$ cat src/rtl/psram_pwr_pkg.sv
package psram_pwr_pkg;

  typedef enum logic [1:0] {
    PS_ACTIVE  = 2'd0,
    PS_DESEL   = 2'd1,
    PS_SLEEP   = 2'd2,
    PS_RECOVER = 2'd3
  } pwr_state_e;

  function automatic int ceil_div(input int num, input int den);
    return (num + den - 1) / den;
  endfunction

  function automatic int cnt_width(input int n);
    return (n > 1) ? $clog2(n) : 1;
  endfunction

endpackage

$ cat src/rtl/psram_cycle_timer.sv
module psram_cycle_timer #(
  parameter int LOAD_VAL     = 3,
  parameter int WIDTH        = 2,
  parameter bit RESET_LOADED = 1'b0
) (
  input  logic clk,
  input  logic rst_n,
  input  logic load,
  output logic zero
);

  logic [WIDTH-1:0] cnt_q;
  logic [WIDTH-1:0] cnt_d;

  always_comb begin
    cnt_d = cnt_q;
    if (load) begin
      cnt_d = WIDTH'(LOAD_VAL);
    end else if (cnt_q != '0) begin
      cnt_d = cnt_q - WIDTH'(1);
    end
  end

  always_ff @(posedge clk or negedge rst_n) begin
    if (!rst_n) begin
      cnt_q <= RESET_LOADED ? WIDTH'(LOAD_VAL) : '0;
    end else begin
      cnt_q <= cnt_d;
    end
  end

  assign zero = (cnt_q == '0);

  AST_TMR_STAYS_ZERO: assert property (@(posedge clk) disable iff (!rst_n)
    (zero && !load) |=> zero);

endmodule

$ cat src/rtl/psram_pwr_fsm.sv
module psram_pwr_fsm
  import psram_pwr_pkg::*;
(
  input  logic       clk,
  input  logic       rst_n,
  input  logic       sleep_req,
  input  logic       wake_req,
  input  logic       ctl_idle,
  input  logic       settle_zero,
  input  logic       rcv_zero,
  output pwr_state_e state_q,
  output logic       settle_load,
  output logic       rcv_load,
  output logic       sleep_entry
);

  pwr_state_e state_d;

  assign settle_load = (state_q == PS_ACTIVE) && sleep_req && ctl_idle;
  assign rcv_load    = (state_q == PS_SLEEP) && wake_req;
  assign sleep_entry = (state_q == PS_DESEL) && !wake_req && settle_zero;

  always_comb begin
    state_d = state_q;
    unique case (state_q)
      PS_ACTIVE:  if (settle_load) state_d = PS_DESEL;
      PS_DESEL: begin
        if (wake_req)         state_d = PS_ACTIVE;
        else if (settle_zero) state_d = PS_SLEEP;
      end
      PS_SLEEP:   if (rcv_load) state_d = PS_RECOVER;
      PS_RECOVER: if (rcv_zero) state_d = PS_ACTIVE;
      default:    state_d = PS_RECOVER;
    endcase
  end

  always_ff @(posedge clk or negedge rst_n) begin
    if (!rst_n) begin
      state_q <= PS_RECOVER;
    end else begin
      state_q <= state_d;
    end
  end

  AST_ENTRY_NEEDS_IDLE: assert property (@(posedge clk) disable iff (!rst_n)
    (state_q == PS_DESEL && $past(state_q) == PS_ACTIVE) |-> $past(ctl_idle && sleep_req));

  AST_CANCEL_TO_ACTIVE: assert property (@(posedge clk) disable iff (!rst_n)
    (state_q == PS_DESEL && wake_req) |=> (state_q == PS_ACTIVE));

  AST_SLEEP_VIA_DESEL: assert property (@(posedge clk) disable iff (!rst_n)
    (state_q == PS_SLEEP && $past(state_q) != PS_SLEEP) |-> $past(state_q) == PS_DESEL);

  AST_RECOVER_FROM_SLEEP: assert property (@(posedge clk) disable iff (!rst_n)
    (state_q == PS_RECOVER && $past(state_q) != PS_RECOVER) |-> $past(state_q) == PS_SLEEP);

endmodule

$ cat src/rtl/psram_lost_flag.sv
module psram_lost_flag (
  input  logic clk,
  input  logic rst_n,
  input  logic set,
  input  logic ack,
  output logic flag
);

  logic flag_q;
  logic flag_d;

  always_comb begin
    flag_d = flag_q;
    if (set) begin
      flag_d = 1'b1;
    end else if (ack) begin
      flag_d = 1'b0;
    end
  end

  always_ff @(posedge clk or negedge rst_n) begin
    if (!rst_n) begin
      flag_q <= 1'b0;
    end else begin
      flag_q <= flag_d;
    end
  end

  assign flag = flag_q;

  AST_LOST_STICKY: assert property (@(posedge clk) disable iff (!rst_n)
    (flag_q && !ack) |=> flag_q);

  AST_LOST_SET_WINS: assert property (@(posedge clk) disable iff (!rst_n)
    set |=> flag_q);

endmodule

$ cat src/rtl/psram_sleep_seq.sv
module psram_sleep_seq
  import psram_pwr_pkg::*;
#(
  parameter int CLK_PERIOD_NS = 10,
  parameter int RECOVERY_NS   = 200000,
  parameter int SETTLE_CYCLES = 2
) (
  input  logic clk,
  input  logic rst_n,
  input  logic sleep_req,
  input  logic wake_req,
  input  logic ctl_idle,
  input  logic ctl_cs_n,
  input  logic ctl_ub_n,
  input  logic ctl_lb_n,
  input  logic lost_ack,
  output logic mem_cs_n,
  output logic mem_ub_n,
  output logic mem_lb_n,
  output logic mem_pd_n,
  output logic grant,
  output logic contents_lost
);

  localparam int RCV_CYCLES = ceil_div(RECOVERY_NS, CLK_PERIOD_NS);
  localparam int RCV_W      = cnt_width(RCV_CYCLES);
  localparam int SET_W      = cnt_width(SETTLE_CYCLES);

  // reset: asserted asynchronously, released after two clock edges
  logic rst_s1_q;
  logic rst_s2_q;
  logic rst_n_i;

  always_ff @(posedge clk or negedge rst_n) begin
    if (!rst_n) begin
      rst_s1_q <= 1'b0;
      rst_s2_q <= 1'b0;
    end else begin
      rst_s1_q <= 1'b1;
      rst_s2_q <= rst_s1_q;
    end
  end

  assign rst_n_i = rst_s2_q;

  pwr_state_e state_q;
  logic       settle_load;
  logic       rcv_load;
  logic       sleep_entry;
  logic       settle_zero;
  logic       rcv_zero;

  psram_pwr_fsm i_fsm (
    .clk        (clk),
    .rst_n      (rst_n_i),
    .sleep_req  (sleep_req),
    .wake_req   (wake_req),
    .ctl_idle   (ctl_idle),
    .settle_zero(settle_zero),
    .rcv_zero   (rcv_zero),
    .state_q    (state_q),
    .settle_load(settle_load),
    .rcv_load   (rcv_load),
    .sleep_entry(sleep_entry)
  );

  psram_cycle_timer #(
    .LOAD_VAL    (SETTLE_CYCLES - 1),
    .WIDTH       (SET_W),
    .RESET_LOADED(1'b0)
  ) i_settle_tmr (
    .clk  (clk),
    .rst_n(rst_n_i),
    .load (settle_load),
    .zero (settle_zero)
  );

  psram_cycle_timer #(
    .LOAD_VAL    (RCV_CYCLES - 1),
    .WIDTH       (RCV_W),
    .RESET_LOADED(1'b1)
  ) i_rcv_tmr (
    .clk  (clk),
    .rst_n(rst_n_i),
    .load (rcv_load),
    .zero (rcv_zero)
  );

  psram_lost_flag i_lost (
    .clk  (clk),
    .rst_n(rst_n_i),
    .set  (sleep_entry),
    .ack  (lost_ack),
    .flag (contents_lost)
  );

  always_comb begin
    grant    = (state_q == PS_ACTIVE);
    mem_pd_n = (state_q != PS_SLEEP);
    mem_cs_n = 1'b1;
    mem_ub_n = 1'b1;
    mem_lb_n = 1'b1;
    if (grant) begin
      mem_cs_n = ctl_cs_n;
      mem_ub_n = ctl_ub_n;
      mem_lb_n = ctl_lb_n;
    end
  end

  // window checker: cycles since power-down pin released, without a grant
  logic        chk_armed_q;
  logic [31:0] chk_cnt_q;

  always_ff @(posedge clk or negedge rst_n_i) begin
    if (!rst_n_i) begin
      chk_armed_q <= 1'b1;
      chk_cnt_q   <= '0;
    end else begin
      if (!mem_pd_n) begin
        chk_armed_q <= 1'b1;
        chk_cnt_q   <= '0;
      end else if (grant) begin
        chk_armed_q <= 1'b0;
      end else if (chk_cnt_q < 32'(RCV_CYCLES)) begin
        chk_cnt_q <= chk_cnt_q + 32'd1;
      end
    end
  end

  AST_RECOVERY_WAIT: assert property (@(posedge clk) disable iff (!rst_n_i)
    ($rose(grant) && chk_armed_q) |-> (chk_cnt_q >= 32'(RCV_CYCLES)));

  AST_PD_DESELECTED: assert property (@(posedge clk) disable iff (!rst_n_i)
    !mem_pd_n |-> (mem_cs_n && mem_ub_n && mem_lb_n && !grant));

  AST_DESEL_BEFORE_PD: assert property (@(posedge clk) disable iff (!rst_n_i)
    $fell(mem_pd_n) |-> ($past(mem_cs_n) && $past(mem_ub_n) && $past(mem_lb_n) && !$past(grant)));

  AST_LOST_AT_ENTRY: assert property (@(posedge clk) disable iff (!rst_n_i)
    $fell(mem_pd_n) |-> contents_lost);

  AST_PASS_THROUGH: assert property (@(posedge clk) disable iff (!rst_n_i)
    grant |-> (mem_cs_n == ctl_cs_n && mem_ub_n == ctl_ub_n && mem_lb_n == ctl_lb_n && mem_pd_n));

endmodule

$ cat config.mk
export PLATFORM = sky130hd
export DESIGN_NAME = psram_sleep_seq
export DESIGN_NICKNAME = d
export VERILOG_FILES = /design/src/rtl/psram_pwr_pkg.sv /design/src/rtl/psram_cycle_timer.sv /design/src/rtl/psram_pwr_fsm.sv /design/src/rtl/psram_lost_flag.sv /design/src/rtl/psram_sleep_seq.sv
export SDC_FILE = /design/constraint.sdc
export NUM_CORES = 1
export LEC_CHECK = 0
export BUFFER_PORTS_ARGS = -buffer_cell sky130_fd_sc_hd__buf_2
export CAP_MARGIN = 20
export CORE_MARGIN = 2
export CORE_UTILIZATION = 50
export CTS_CLUSTER_DIAMETER = 80
export DETAILED_ROUTE_END_ITERATION = 10
export PLACE_DENSITY = 0.84
export SETUP_SLACK_MARGIN = 0.4
export SLEW_MARGIN = 20
export SYNTH_ARGS = -nofsm -noshare
export SYNTH_HDL_FRONTEND = slang
export SYNTH_SLANG_ARGS = --single-unit
$ cat constraint.sdc
create_clock -name clk -period 1.08 [get_ports clk]
set_input_delay 0.108 -clock clk [delete_from_list [all_inputs] [get_ports clk]]
set_output_delay 0.108 -clock clk [all_outputs]
set_load 0.02 [all_outputs]
==> flow_summary.toml <==
[status]
status = "finished with violations"
violations = "setup timing"

[die]
core_um2 = 2170
die-area_um2 = 2650
initial_utilization_pct = 51.9
die_w_um = 51.5
io_pins = 15
num_rows = 17
die_h_um = 51.5

[clock_network]
cts_tree = "built"
cts-htree-levels = 1
cts_buffers = 3
clockBufferDepth = 2
root_buffer = "clkbuf_4"
path_clk_slew_ns = 0.13
clock-sinks = 21
clk_latency_ns = 0.33

[final_layout]
design_area_um2 = 2030
area_delta_synth_final_pct = 79.9
drive_above_1_share_pct = 66.3
antenna_cells = 0
nets = 204

[logic_synthesis]
ys_ff_latch = 21
synth-edff-count = 0
syn-num-nets = 132
syn_inst = 122
synth_area_leaders = "dfstp_2 (26%), dfrtp_1 (22%), nor2_1 (4.0%)"
yosysTopAreaCell = "dfstp_2"
synth.most_common_cell = "nor2_1"
synth_area_per_cell_um2 = 9.23
yosysWarnings = 0
synth_common_cells = "nor2_1 (12), dfstp_2 (11), dfrtp_1 (10), nand2_1 (10), a21oi_1 (8)"
synth_area_um2 = 1130
synth_top_area_share_pct = 25.7
synthArstFlopShare_pct = 100
yosysSeqAreaShare_pct = 47.9
synth-main-ff-cell = "dfstp_2"
ys_types = 39

[place]
hpwl_mm = 2.03
io_buffer_count = 14
place_congestion = 0.819
placed_area_um2 = 1570

[routing]
routed_via_density = 6.59
ant_nets = 0
route.met2.wl_mm = 2.49
dr_wl_met3_um = 506
routedWlPerCell_um = 24.6
drc_errors = 0
routed-via-count = 1456
dr.max_layer_used = "met4"
drt_pass1_iterations = 4
drtIter0Drc = 71
drt-total-wl_mm = 5.44
m1WireLength_mm = 1.87

[worst_setup_path]
cp_cell_sequence = "inv_2, ha_4, nor3b_1, or4b_4, nand3b_1, mux2i_1"
crit_arrival_ns = 2.20
worst-setup-path-type = "flip-flop to flip-flop"
end_kind = "flip-flop"
max_stage_delay_ns = 0.58
crit_required_ns = 1.33
start_kind = "flip-flop"
worst_path_max_delay_cell = "or4b_4"
crit_path_max_fanout = 6

[power]
cellLeakagePower_nw = 0.914
ir_worst_vdd_v = 0.00203
p_per_area_nw_per_um2 = 2020

[sta]
setup_slack_ns = -0.868
hold_ws_ns = 0.0860
timing_worst_slew_pin_value_ns = 0.676
fin_skew_ns = 0.00753
drv_slew = 0
fmax_mhz = 513
finalHoldViolCount = 0
post-route-min-period_ns = 1.95
relSlewSlack_pct = 54.6
fin_crit_sh_pct = 180
grt_setup_unrepaired = "yes"
setup_viol = 24

[grt]
grt_pass1_wl_mm = 7.77
grt_pass1_vias = 1449
grt_max_degree = 20
antenna_found_initial = 0
grtUsageTotal_pct = 41.5
grt_remaining_overflow = 0

[hold_path]
hold_path.class = "input pin to flip-flop"

[job]
cap_viol_max_count = 0
-- worst max-delay path: cells and delay by family (launching register included) --
family                     cells  cell delay [ns]
and+or+nand+nor                3             1.06
DFF                            1             0.40
adders and majority gates      1             0.14
buffers and inverters          1             0.07
muxes                          1             0.21
-- routing by layer --
| metal | vias to the layer above | GRT usage, % |
|---|---|---|
| li1 | 583 | - |
| met1 | 680 | 49.0 |
| met2 | 136 | 69.7 |
| met3 | 57 | 9.06 |
| met4 | 0 | 22.4 |
| met5 | - | 0 |
-- timing repair --
| action | CTS | global route |
|---|---|---|
| gates resized for setup | 52 | 16 |
| hold endpoints to repair | 2 | 0 |
| setup buffers | 14 | 4 |
| setup endpoints to repair | 25 | 25 |
| cloned | 0 | 1 |
| pin swaps | 16 | 13 |
| hold buffers | 1 | 0 |
-- placed cells by master (no fill, tap or decap), types with 4 or more instances in the layout --
cell type  instances
dfrtp_1           10
buf_4             39
nor2_1            11
a21oi_2            4
buf_6             24
dfstp_2           11
buf_2              9
a21oi_1            4
nand2_1            8
-- through the flow --
step / util, % / cells / setup slack (ns) / total power [mW] / setup TNS, ns
3_3_place_gp: 72.4 / 197 / -0.794 / 2.64 / -10.29
5_1_grt: 93.4 / 221 / -0.904 / 4.25 / -15.60
2_1_floorplan: - / 122 / -0.819 / 2.00 / -8.62
4_1_cts: 88.2 / 216 / -0.819 / 3.48 / -11.54
6_report: 93.4 / 221 / -0.868 / 4.09 / -14.52
3_5_place_dp: 72.4 / 197 / -0.917 / 2.72 / -10.91
-- path summary, 6_finish.rpt --
| kind | to | slack (ns) | startpoint | depth (start not counted) |
|---|---|---|---|---|
| min in group asynchronous | rst_n_i$_DFF_PN0_ | 0.14 | rst_n | 2 |
| hold reg to reg | i_rcv_tmr.cnt_q[5]$_DFFE_PN0P_ | 0.22 | rst_n_i$_DFF_PN0_ | 1 |
| setup / recovery | i_rcv_tmr.cnt_q[7]$_DFFE_PN0P_ | -0.87 | i_rcv_tmr.cnt_q[0]$_DFFE_PN1P_ | 6 |
| hold / removal | i_settle_tmr.cnt_q$_DFF_PN0_ | 0.09 | ctl_idle | 3 |
| max in group asynchronous | i_rcv_tmr.cnt_q[0]$_DFFE_PN1P_ | 0.59 | rst_n_i$_DFF_PN0_ | 1 |
| setup reg to reg | i_rcv_tmr.cnt_q[7]$_DFFE_PN0P_ | -0.87 | i_rcv_tmr.cnt_q[0]$_DFFE_PN1P_ | 6 |
-- state kept, by name, indices dropped and copies added (netlist names), named ones only --
name and cells:
rst_s1_q 1, i_lost.flag 1, i_fsm.state_q 1, i_settle_tmr.cnt_q 1, rst_n_i 1, i_rcv_tmr.cnt_q 15
-- cells by family after synthesis --
group	after synthesis	synth area share, %
AND/OR/NAND/NOR	61	30.8
AO/OA/AOI/OAI	25	13.8
flip-flops	21	47.9
multiplexers	3	2.67
buffers and inverters	10	3.44
other	1	0.333
adder cells (fa/ha/maj)	1	1.11
-- report_power, final --
part / switching, mW / internal [mW] / leakage [nW]
Sequential: 0.204 / 1.13 / 0.244
Clock: 0.270 / 0.145 / 0.0150
Combinational: 1.14 / 1.20 / 0.654
-- final cells by class --
cell class	instances	area (um2)
Fill cell	71	144
Tap cell	28	35.0
Clock buffer	4	26.3
Multi-Input combinational cell	91	792
Sequential cell	21	539
Timing Repair Buffer	73	618
Inverter	4	15.0
(Power assumes the default switching activity.)
